$ cat config.mk
export PLATFORM = sky130hd
export DESIGN_NAME = spi_adc_stream
export DESIGN_NICKNAME = d
export VERILOG_FILES = /design/src/rtl/spi_adc_stream_pkg.sv /design/src/rtl/sas_cfg_reg.sv /design/src/rtl/sas_clkgen.sv /design/src/rtl/sas_frame.sv /design/src/rtl/spi_adc_stream.sv
export SDC_FILE = /design/constraint.sdc
export NUM_CORES = 1
export LEC_CHECK = 0
export BUFFER_PORTS_ARGS = -buffer_cell sky130_fd_sc_hd__clkbuf_2
export CAP_MARGIN = 20
export CORE_MARGIN = 4
export CORE_UTILIZATION = 30
export DETAILED_ROUTE_END_ITERATION = 10
export HOLD_SLACK_MARGIN = 0.12
export PLACE_DENSITY = 0.52
export SKIP_CTS_REPAIR_TIMING = 1
export SYNTH_ARGS = -nofsm -noshare
export SYNTH_HDL_FRONTEND = slang
export SYNTH_HIERARCHICAL = 1
export SYNTH_SLANG_ARGS = --single-unit
$ cat constraint.sdc
create_clock -name clk -period 2.1 [get_ports clk]
set_input_delay 0.21 -clock clk [delete_from_list [all_inputs] [get_ports clk]]
set_output_delay 0.21 -clock clk [all_outputs]
set_load 0.05 [all_outputs]
$ cat src/rtl/spi_adc_stream_pkg.sv
// Package: shared widths and the configuration record for the SPI ADC
// stream receiver. Assumes a 32-bit configuration word with bit 31 as the
// serial-configuration flag.
package spi_adc_stream_pkg;
    localparam int SAS_DIV_W  = 8;
    localparam int SAS_LEN_W  = 5;
    localparam int SAS_DATA_W = 1 << SAS_LEN_W;
    localparam int SAS_CNT_W  = SAS_LEN_W + 1;

    // Bit positions inside the configuration word
    localparam int SAS_FLAG_BIT = 31;
    localparam int SAS_EN_BIT   = 0;
    localparam int SAS_SEL_BIT  = 1;
    localparam int SAS_DIV_LSB  = 2;
    localparam int SAS_LEN_LSB  = SAS_DIV_LSB + SAS_DIV_W;

    typedef struct packed {
        logic                 en;
        logic                 sel_en;
        logic [SAS_DIV_W-1:0] div_n;
        logic [SAS_LEN_W-1:0] len_m1;
    } sas_cfg_t;
endpackage

$ cat src/rtl/sas_cfg_reg.sv
// Configuration register: holds the serial settings. It loads only on a write
// whose flag bit is set and also raises a restart pulse for the engine.
// Assumes cfg_wdata is stable while cfg_we is high.
module sas_cfg_reg
    import spi_adc_stream_pkg::*;
(
    input  logic        clk,
    input  logic        rst_n,
    input  logic        cfg_we,
    input  logic [31:0] cfg_wdata,
    output sas_cfg_t    cfg,
    output logic        restart
);
    logic accept;
    assign accept  = cfg_we && cfg_wdata[SAS_FLAG_BIT];
    assign restart = accept;

    // Load all fields on an accepted write; the default length is 16 clocks
    always_ff @(posedge clk) begin
        if (!rst_n) begin
            cfg.en     <= 1'b0;
            cfg.sel_en <= 1'b0;
            cfg.div_n  <= '0;
            cfg.len_m1 <= SAS_LEN_W'(15);
        end else if (accept) begin
            cfg.en     <= cfg_wdata[SAS_EN_BIT];
            cfg.sel_en <= cfg_wdata[SAS_SEL_BIT];
            cfg.div_n  <= cfg_wdata[SAS_DIV_LSB +: SAS_DIV_W];
            cfg.len_m1 <= cfg_wdata[SAS_LEN_LSB +: SAS_LEN_W];
        end
    end


    cfg_hold_chk: assert property (@(posedge clk) disable iff (!rst_n)
        !(cfg_we && cfg_wdata[SAS_FLAG_BIT]) |=> $stable(cfg));
endmodule

$ cat src/rtl/sas_clkgen.sv
// Serial clock generator: a divider counts 0..div_n and the serial clock
// flips at each terminal count, so one period is 2*(div_n+1) system clocks.
// Gives one-cycle rise and fall ticks that line up with the edges of the
// sclk register. Assumes a restart is asserted whenever div_n changes.
module sas_clkgen #(
    parameter int DIV_W = 8
) (
    input  logic             clk,
    input  logic             rst_n,
    input  logic             en,
    input  logic             restart,
    input  logic [DIV_W-1:0] div_n,
    output logic             sclk,
    output logic             rise_tick,
    output logic             fall_tick
);
    logic [DIV_W-1:0] cnt;
    logic             tick;

    assign tick      = en && !restart && (cnt == div_n);
    assign rise_tick = tick && !sclk;
    assign fall_tick = tick && sclk;

    // Divider count and serial clock flip, idle low while off or restarting
    always_ff @(posedge clk) begin
        if (!rst_n || restart || !en) begin
            cnt  <= '0;
            sclk <= 1'b0;
        end else if (cnt == div_n) begin
            cnt  <= '0;
            sclk <= ~sclk;
        end else begin
            cnt  <= cnt + 1'b1;
        end
    end


    div_bound_chk: assert property (@(posedge clk) disable iff (!rst_n)
        en |-> cnt <= div_n);
endmodule

$ cat src/rtl/sas_frame.sv
// Frame engine: counts serial clocks inside a frame, shifts data in MSB
// first on rising ticks, and copies the word to the result at the frame end
// along with a one-cycle valid pulse. The slot after the last bit is the
// idle gap with chip-select high. Assumes the ticks come from sas_clkgen.
module sas_frame #(
    parameter int DATA_W = 32,
    parameter int LEN_W  = 5
) (
    input  logic              clk,
    input  logic              rst_n,
    input  logic              en,
    input  logic              sel_en,
    input  logic              restart,
    input  logic [LEN_W-1:0]  len_m1,
    input  logic              rise_tick,
    input  logic              fall_tick,
    input  logic              miso,
    output logic              cs_n,
    output logic              chsel,
    output logic              valid,
    output logic [DATA_W-1:0] result
);
    localparam int CNT_W = LEN_W + 1;

    logic [CNT_W-1:0]  bit_cnt;
    logic [CNT_W-1:0]  frame_len;
    logic [DATA_W-1:0] shreg;
    logic              sel_q;
    logic              in_frame;
    logic              last_bit;

    assign frame_len = {1'b0, len_m1} + 1'b1;
    assign in_frame  = en && (bit_cnt < frame_len);
    assign last_bit  = (bit_cnt == CNT_W'(len_m1));
    assign cs_n      = !in_frame;
    assign chsel     = sel_q && sel_en;

    // Bit position and shift register, cleared at a frame start and on restart
    always_ff @(posedge clk) begin
        if (!rst_n || restart || !en) begin
            bit_cnt <= '0;
            shreg   <= '0;
        end else begin
            if (rise_tick && in_frame)
                shreg <= {shreg[DATA_W-2:0], miso};
            if (fall_tick) begin
                if (bit_cnt == frame_len) begin
                    bit_cnt <= '0;
                    shreg   <= '0;
                end else begin
                    bit_cnt <= bit_cnt + 1'b1;
                end
            end
        end
    end

    // Result, valid pulse and channel select updated together at a frame end
    always_ff @(posedge clk) begin
        if (!rst_n) begin
            result <= '0;
            valid  <= 1'b0;
            sel_q  <= 1'b0;
        end else begin
            valid <= 1'b0;
            if (!restart && en && fall_tick && last_bit) begin
                result <= shreg;
                valid  <= 1'b1;
                if (sel_en)
                    sel_q <= ~sel_q;
            end
        end
    end


    cnt_bound_chk: assert property (@(posedge clk) disable iff (!rst_n)
        bit_cnt <= frame_len);

    valid_in_frame_chk: assert property (@(posedge clk) disable iff (!rst_n)
        valid |-> !$past(cs_n));

    sel_flip_chk: assert property (@(posedge clk) disable iff (!rst_n)
        (valid && sel_en) |-> (chsel != $past(chsel)));

    restart_drop_chk: assert property (@(posedge clk) disable iff (!rst_n)
        restart |=> !valid);
endmodule

$ cat src/rtl/spi_adc_stream.sv
// Top: background SPI ADC stream receiver. Puts together the config register,
// the serial clock generator and the frame engine, and picks either the
// latest sample or the counter value for the read port. Assumes the converter
// changes its data after the falling serial clock.
module spi_adc_stream
    import spi_adc_stream_pkg::*;
(
    input  logic        clk,
    input  logic        rst_n,
    input  logic        cfg_we,
    input  logic [31:0] cfg_wdata,
    input  logic [31:0] ctr_value,
    input  logic        adc_miso,
    output logic        adc_sclk,
    output logic        adc_cs_n,
    output logic        adc_chsel,
    output logic [31:0] rd_data,
    output logic        sample_valid
);
    sas_cfg_t                cfg;
    logic                    restart;
    logic                    rise_tick;
    logic                    fall_tick;
    logic [SAS_DATA_W-1:0]   result;

    sas_cfg_reg cfg_i (
        .clk       (clk),
        .rst_n     (rst_n),
        .cfg_we    (cfg_we),
        .cfg_wdata (cfg_wdata),
        .cfg       (cfg),
        .restart   (restart)
    );

    sas_clkgen #(.DIV_W(SAS_DIV_W)) clk_i (
        .clk       (clk),
        .rst_n     (rst_n),
        .en        (cfg.en),
        .restart   (restart),
        .div_n     (cfg.div_n),
        .sclk      (adc_sclk),
        .rise_tick (rise_tick),
        .fall_tick (fall_tick)
    );

    sas_frame #(.DATA_W(SAS_DATA_W), .LEN_W(SAS_LEN_W)) frm_i (
        .clk       (clk),
        .rst_n     (rst_n),
        .en        (cfg.en),
        .sel_en    (cfg.sel_en),
        .restart   (restart),
        .len_m1    (cfg.len_m1),
        .rise_tick (rise_tick),
        .fall_tick (fall_tick),
        .miso      (adc_miso),
        .cs_n      (adc_cs_n),
        .chsel     (adc_chsel),
        .valid     (sample_valid),
        .result    (result)
    );

    // Read port: sample while streaming, counter value otherwise
    always_comb begin
        rd_data = ctr_value;
        if (cfg.en)
            rd_data = 32'(result);
    end


    off_idle_chk: assert property (@(posedge clk) disable iff (!rst_n)
        !cfg.en |-> (!adc_sclk && adc_cs_n && !sample_valid));
endmodule

==> impl_metrics.py <==
metrics = {
    "synthesis": {
        "post_synth_fa_ha_maj_area_fraction_pct": 2.40,
        "syn_nets": 549,
        "synth_area_per_cell_um2": 9.96,
        "postSynth.topFlopCell": "sky130_fd_sc_hd__dfxtp_1",
        "synth-compound-area-share_pct": 4.05,
        "yosys_warnings": 6,
        "synth.lib_cells_used.distinct": 44,
        "synth_edf_count": 0,
        "synth_top_family_by_area": "multiplexers",
        "async_reset_ff_share_pct": 0,
        "post_synth_and_or_nand_nor_area_fraction_pct": 18.0,
        "netlist_area_um2": 4700,
        "sequential_share_of_the_synthesized_area_pct": 40.9,
        "number_of_instances_in_the_synthesized_netlist": 472,
        "synthXorXnorAreaFrac_pct": 4.47,
        "synth.ff_latch_count": 96,
        "multiplexer_share_of_the_synthesized_area_pct": 24.1,
    },
    "floorplanning": {
        "floorplan.rows": 45,
        "fp.dieArea_um2": 17700,
        "coreArea_um2": 15300,
        "design.portCount": 104,
        "initial_util_pct": 30.8,
        "chipHeight_um": 133,
        "dieWidth_um": 133,
    },
    "global_route": {
        "grt_start_max_net_pins": 95,
        "grt_first_pass_wirelength_um": 16000,
        "first_global_vias": 3511,
        "global_route.overflow_total": 0,
        "gr-usage-all-layers_pct": 10.8,
        "grt_antenna_before_repair": 1,
    },
    "outcome": {
        "outcome": "finished with violations",
        "failed_checks": "setup timing",
    },
    "worst_setup_path": {
        "crit_fanout": 4,
        "critPathKind": "reg -> out",
        "worstPathBufferInverterCount": 2,
        "cpMaxStageDelayCell": "sky130_fd_sc_hd__dfxtp_4",
        "worst_ep_arrival_time_ns": 2.05,
        "type_of_destination_of_the_critical_path": "primary output",
        "setup.worst_path.start_class": "register",
        "crit_path_max_incr_delay_ns": 0.37,
        "crit_chain": "ha_4 > nand3_2 > xor2_1 > ha_1 > and4_4 > o21ai_2 > buf_4 > nand2b_4 > buf_12",
        "worst_path_dominant_cell_family": "adder cells",
        "critical_path_required_ns": 1.89,
    },
    "pwr": {
        "worst_case_vdd_ir_drop_uv": 531,
        "p_leak_nw": 2.41,
        "power_w": 0.00430,
        "cellPowerDensity_nw_per_um2": 695,
    },
    "finish": {
        "final_design_area_no_fill_um2": 6190,
        "area_growth_pct": 31.7,
        "layout.nets": 663,
        "layout_commonest_cell": "sky130_fd_sc_hd__nand2_1",
        "final_core_utilization_pct": 40.6,
        "final_layout_size_suffix_gt1_share_pct": 37.4,
        "most-common-layout-cells": "sky130_fd_sc_hd__nand2_1, sky130_fd_sc_hd__clkbuf_2, sky130_fd_sc_hd__dfxtp_1, sky130_fd_sc_hd__mux2i_1, sky130_fd_sc_hd__mux2_4",
        "n_antenna_cell": 0,
    },
    "timing": {
        "max_slew_violations": 0,
        "worstMarginPinSlew_ns": 0.397,
        "unrepaired_setup_endpoints_after_global_routing": "true",
        "final_period_minus_worst_setup_slack_ns": 2.26,
        "final_worst_path_setup_slack_ns": -0.161,
        "timing.final.crit_share_pct": 108,
        "finalHoldViolCount": 0,
        "timing.fmax_ghz": 0.442,
        "final-setup-viol-count": 65,
        "maxSlewHeadroom_pct": 73.5,
        "finClkSkew_ns": 0.00594,
        "hold_ws_ns": 0.116,
    },
    "detailed_routing": {
        "avgRoutedWirePerCell_um": 12.6,
        "drc_errors": 0,
        "num_vias": 3581,
        "route.antenna.remaining_nets": 0,
        "routed_wirelength_um": 10100,
        "drt_first_iter_violations": 96,
        "detailedRoute.firstPassIterationCount": 5,
        "routed_via_density": 4.47,
    },
    "clocking": {
        "htree_levels": 3,
        "insertion_delay_ns": 0.34,
        "cts.sinks": 96,
        "worst_setup_hold_path_clk_slew_ns": 0.06,
        "cts_root_buf": "sky130_fd_sc_hd__clkbuf_16",
        "cts_tree": "yes",
        "maximum_count_of_clock_buffers_along_a_single_path": 2,
        "cts-buffers-inserted": 9,
    },
    "placement": {
        "dp_hpwl_um": 6780,
        "gp_congestion": 0.795,
        "dpl_cell_area_um2": 5510,
        "worst_setup_slack_after_placement_ns": -0.156,
        "numPortBuffers": 87,
    },
    "worst_hold_path": {
        "timing.hold.worst.class": "in -> reg",
    },
    "run": {
        "count_of_max_cap_constraint_violations": 0,
    },
}
-- cells in the mapped netlist, types with 4 or more instances --
| master | count | area [um2] |
|---|---|---|
| sky130_fd_sc_hd__buf_6 | 4 | 45.0 |
| sky130_fd_sc_hd__and2_1 | 5 | 31.3 |
| sky130_fd_sc_hd__nor2_1 | 9 | 33.8 |
| sky130_fd_sc_hd__nand3_1 | 11 | 55.1 |
| sky130_fd_sc_hd__o21ai_0 | 8 | 40.0 |
| sky130_fd_sc_hd__dfxtp_1 | 96 | 1920 |
| sky130_fd_sc_hd__o211ai_2 | 4 | 50.1 |
| sky130_fd_sc_hd__clkbuf_1 | 7 | 26.3 |
| sky130_fd_sc_hd__nand2b_1 | 5 | 31.3 |
| sky130_fd_sc_hd__xnor2_1 | 21 | 184 |
| sky130_fd_sc_hd__nand2_1 | 118 | 443 |
| sky130_fd_sc_hd__nand4_1 | 15 | 93.8 |
| sky130_fd_sc_hd__buf_2 | 9 | 45.0 |
| sky130_fd_sc_hd__ha_1 | 9 | 113 |
| sky130_fd_sc_hd__inv_1 | 11 | 41.3 |
| sky130_fd_sc_hd__mux2i_1 | 66 | 661 |
| sky130_fd_sc_hd__mux2_4 | 30 | 450 |
| sky130_fd_sc_hd__o21ai_2 | 6 | 52.6 |
-- path summary, 6_finish.rpt --
| path | from | end | slack, ns | cells past startpoint |
|---|---|---|---|---|
| setup / recovery | cfg_i/cfg[1]$_SDFFE_PN1P_ | adc_cs_n | -0.16 | 9 |
| hold reg to reg | frm_i/result[23]$_SDFFE_PN0P_ | frm_i/result[23]$_SDFFE_PN0P_ | 0.46 | 2 |
| setup reg to reg | clk_i/cnt[2]$_SDFF_PP0_ | frm_i/result[12]$_SDFFE_PN0P_ | -0.08 | 10 |
| hold / removal | cfg_wdata[3] | cfg_i/cfg[6]$_SDFFE_PN0P_ | 0.12 | 3 |
-- metrics by stage --
step / TNS, ns / cells
CTS: -9.19 / 788
global placement: -5.68 / 772
global route: -13.09 / 802
finish: -3.86 / 802
detailed placement: -7.73 / 772
floorplan: -1.20 / 472
-- routing by layer --
metal	vias up	track usage (%)	routed length, um
li1	1832	-	-
met3	11	3.89	615
met1	1650	13.2	4610
met2	86	17.9	4750
met4	2	3.43	123
met5	-	0	13
-- tightest hold or removal path, cell delays in order --
cell	delay (ns)
sky130_fd_sc_hd__clkbuf_2	0.08
sky130_fd_sc_hd__nand4_1	0.07
sky130_fd_sc_hd__o21ai_2	0.05
-- where the power goes --
group / switching [W] / internal (W) / total (W)
registers: 0.0000172 / 0.00184 / 0.00185
logic: 0.000352 / 0.000256 / 0.000608
clock network: 0.000668 / 0.00117 / 0.00184
-- kinds of logic (layout without fill, tap and decap cells) --
family / count (synthesis) / after routing
fa+ha+maj: 9 / 9
flops: 96 / 96
simple gates: 181 / 181
xor+xnor: 24 / 24
mux: 98 / 98
buf+inv: 40 / 159
compound gates: 24 / 24
-- state kept, by name (all words and copies together) (netlist names) --
name           count
frm_i/result      32
frm_i/shreg       32
cfg_i/cfg         15
clk_i/cnt          8
frm_i/bit_cnt      6
clk_i/sclk         1
frm_i/sel_q        1
frm_i/valid        1
-- area by class of cell --
class	count	area [um2]
Sequential cell	96	1940
Inverter	11	41.3
Clock buffer	12	236
Multi-Input combinational cell	336	2630
Tap cell	211	264
Fill cell	1501	9070
Clock inverter	4	101
Timing Repair Buffer	132	968
(Power assumes the default switching activity.)
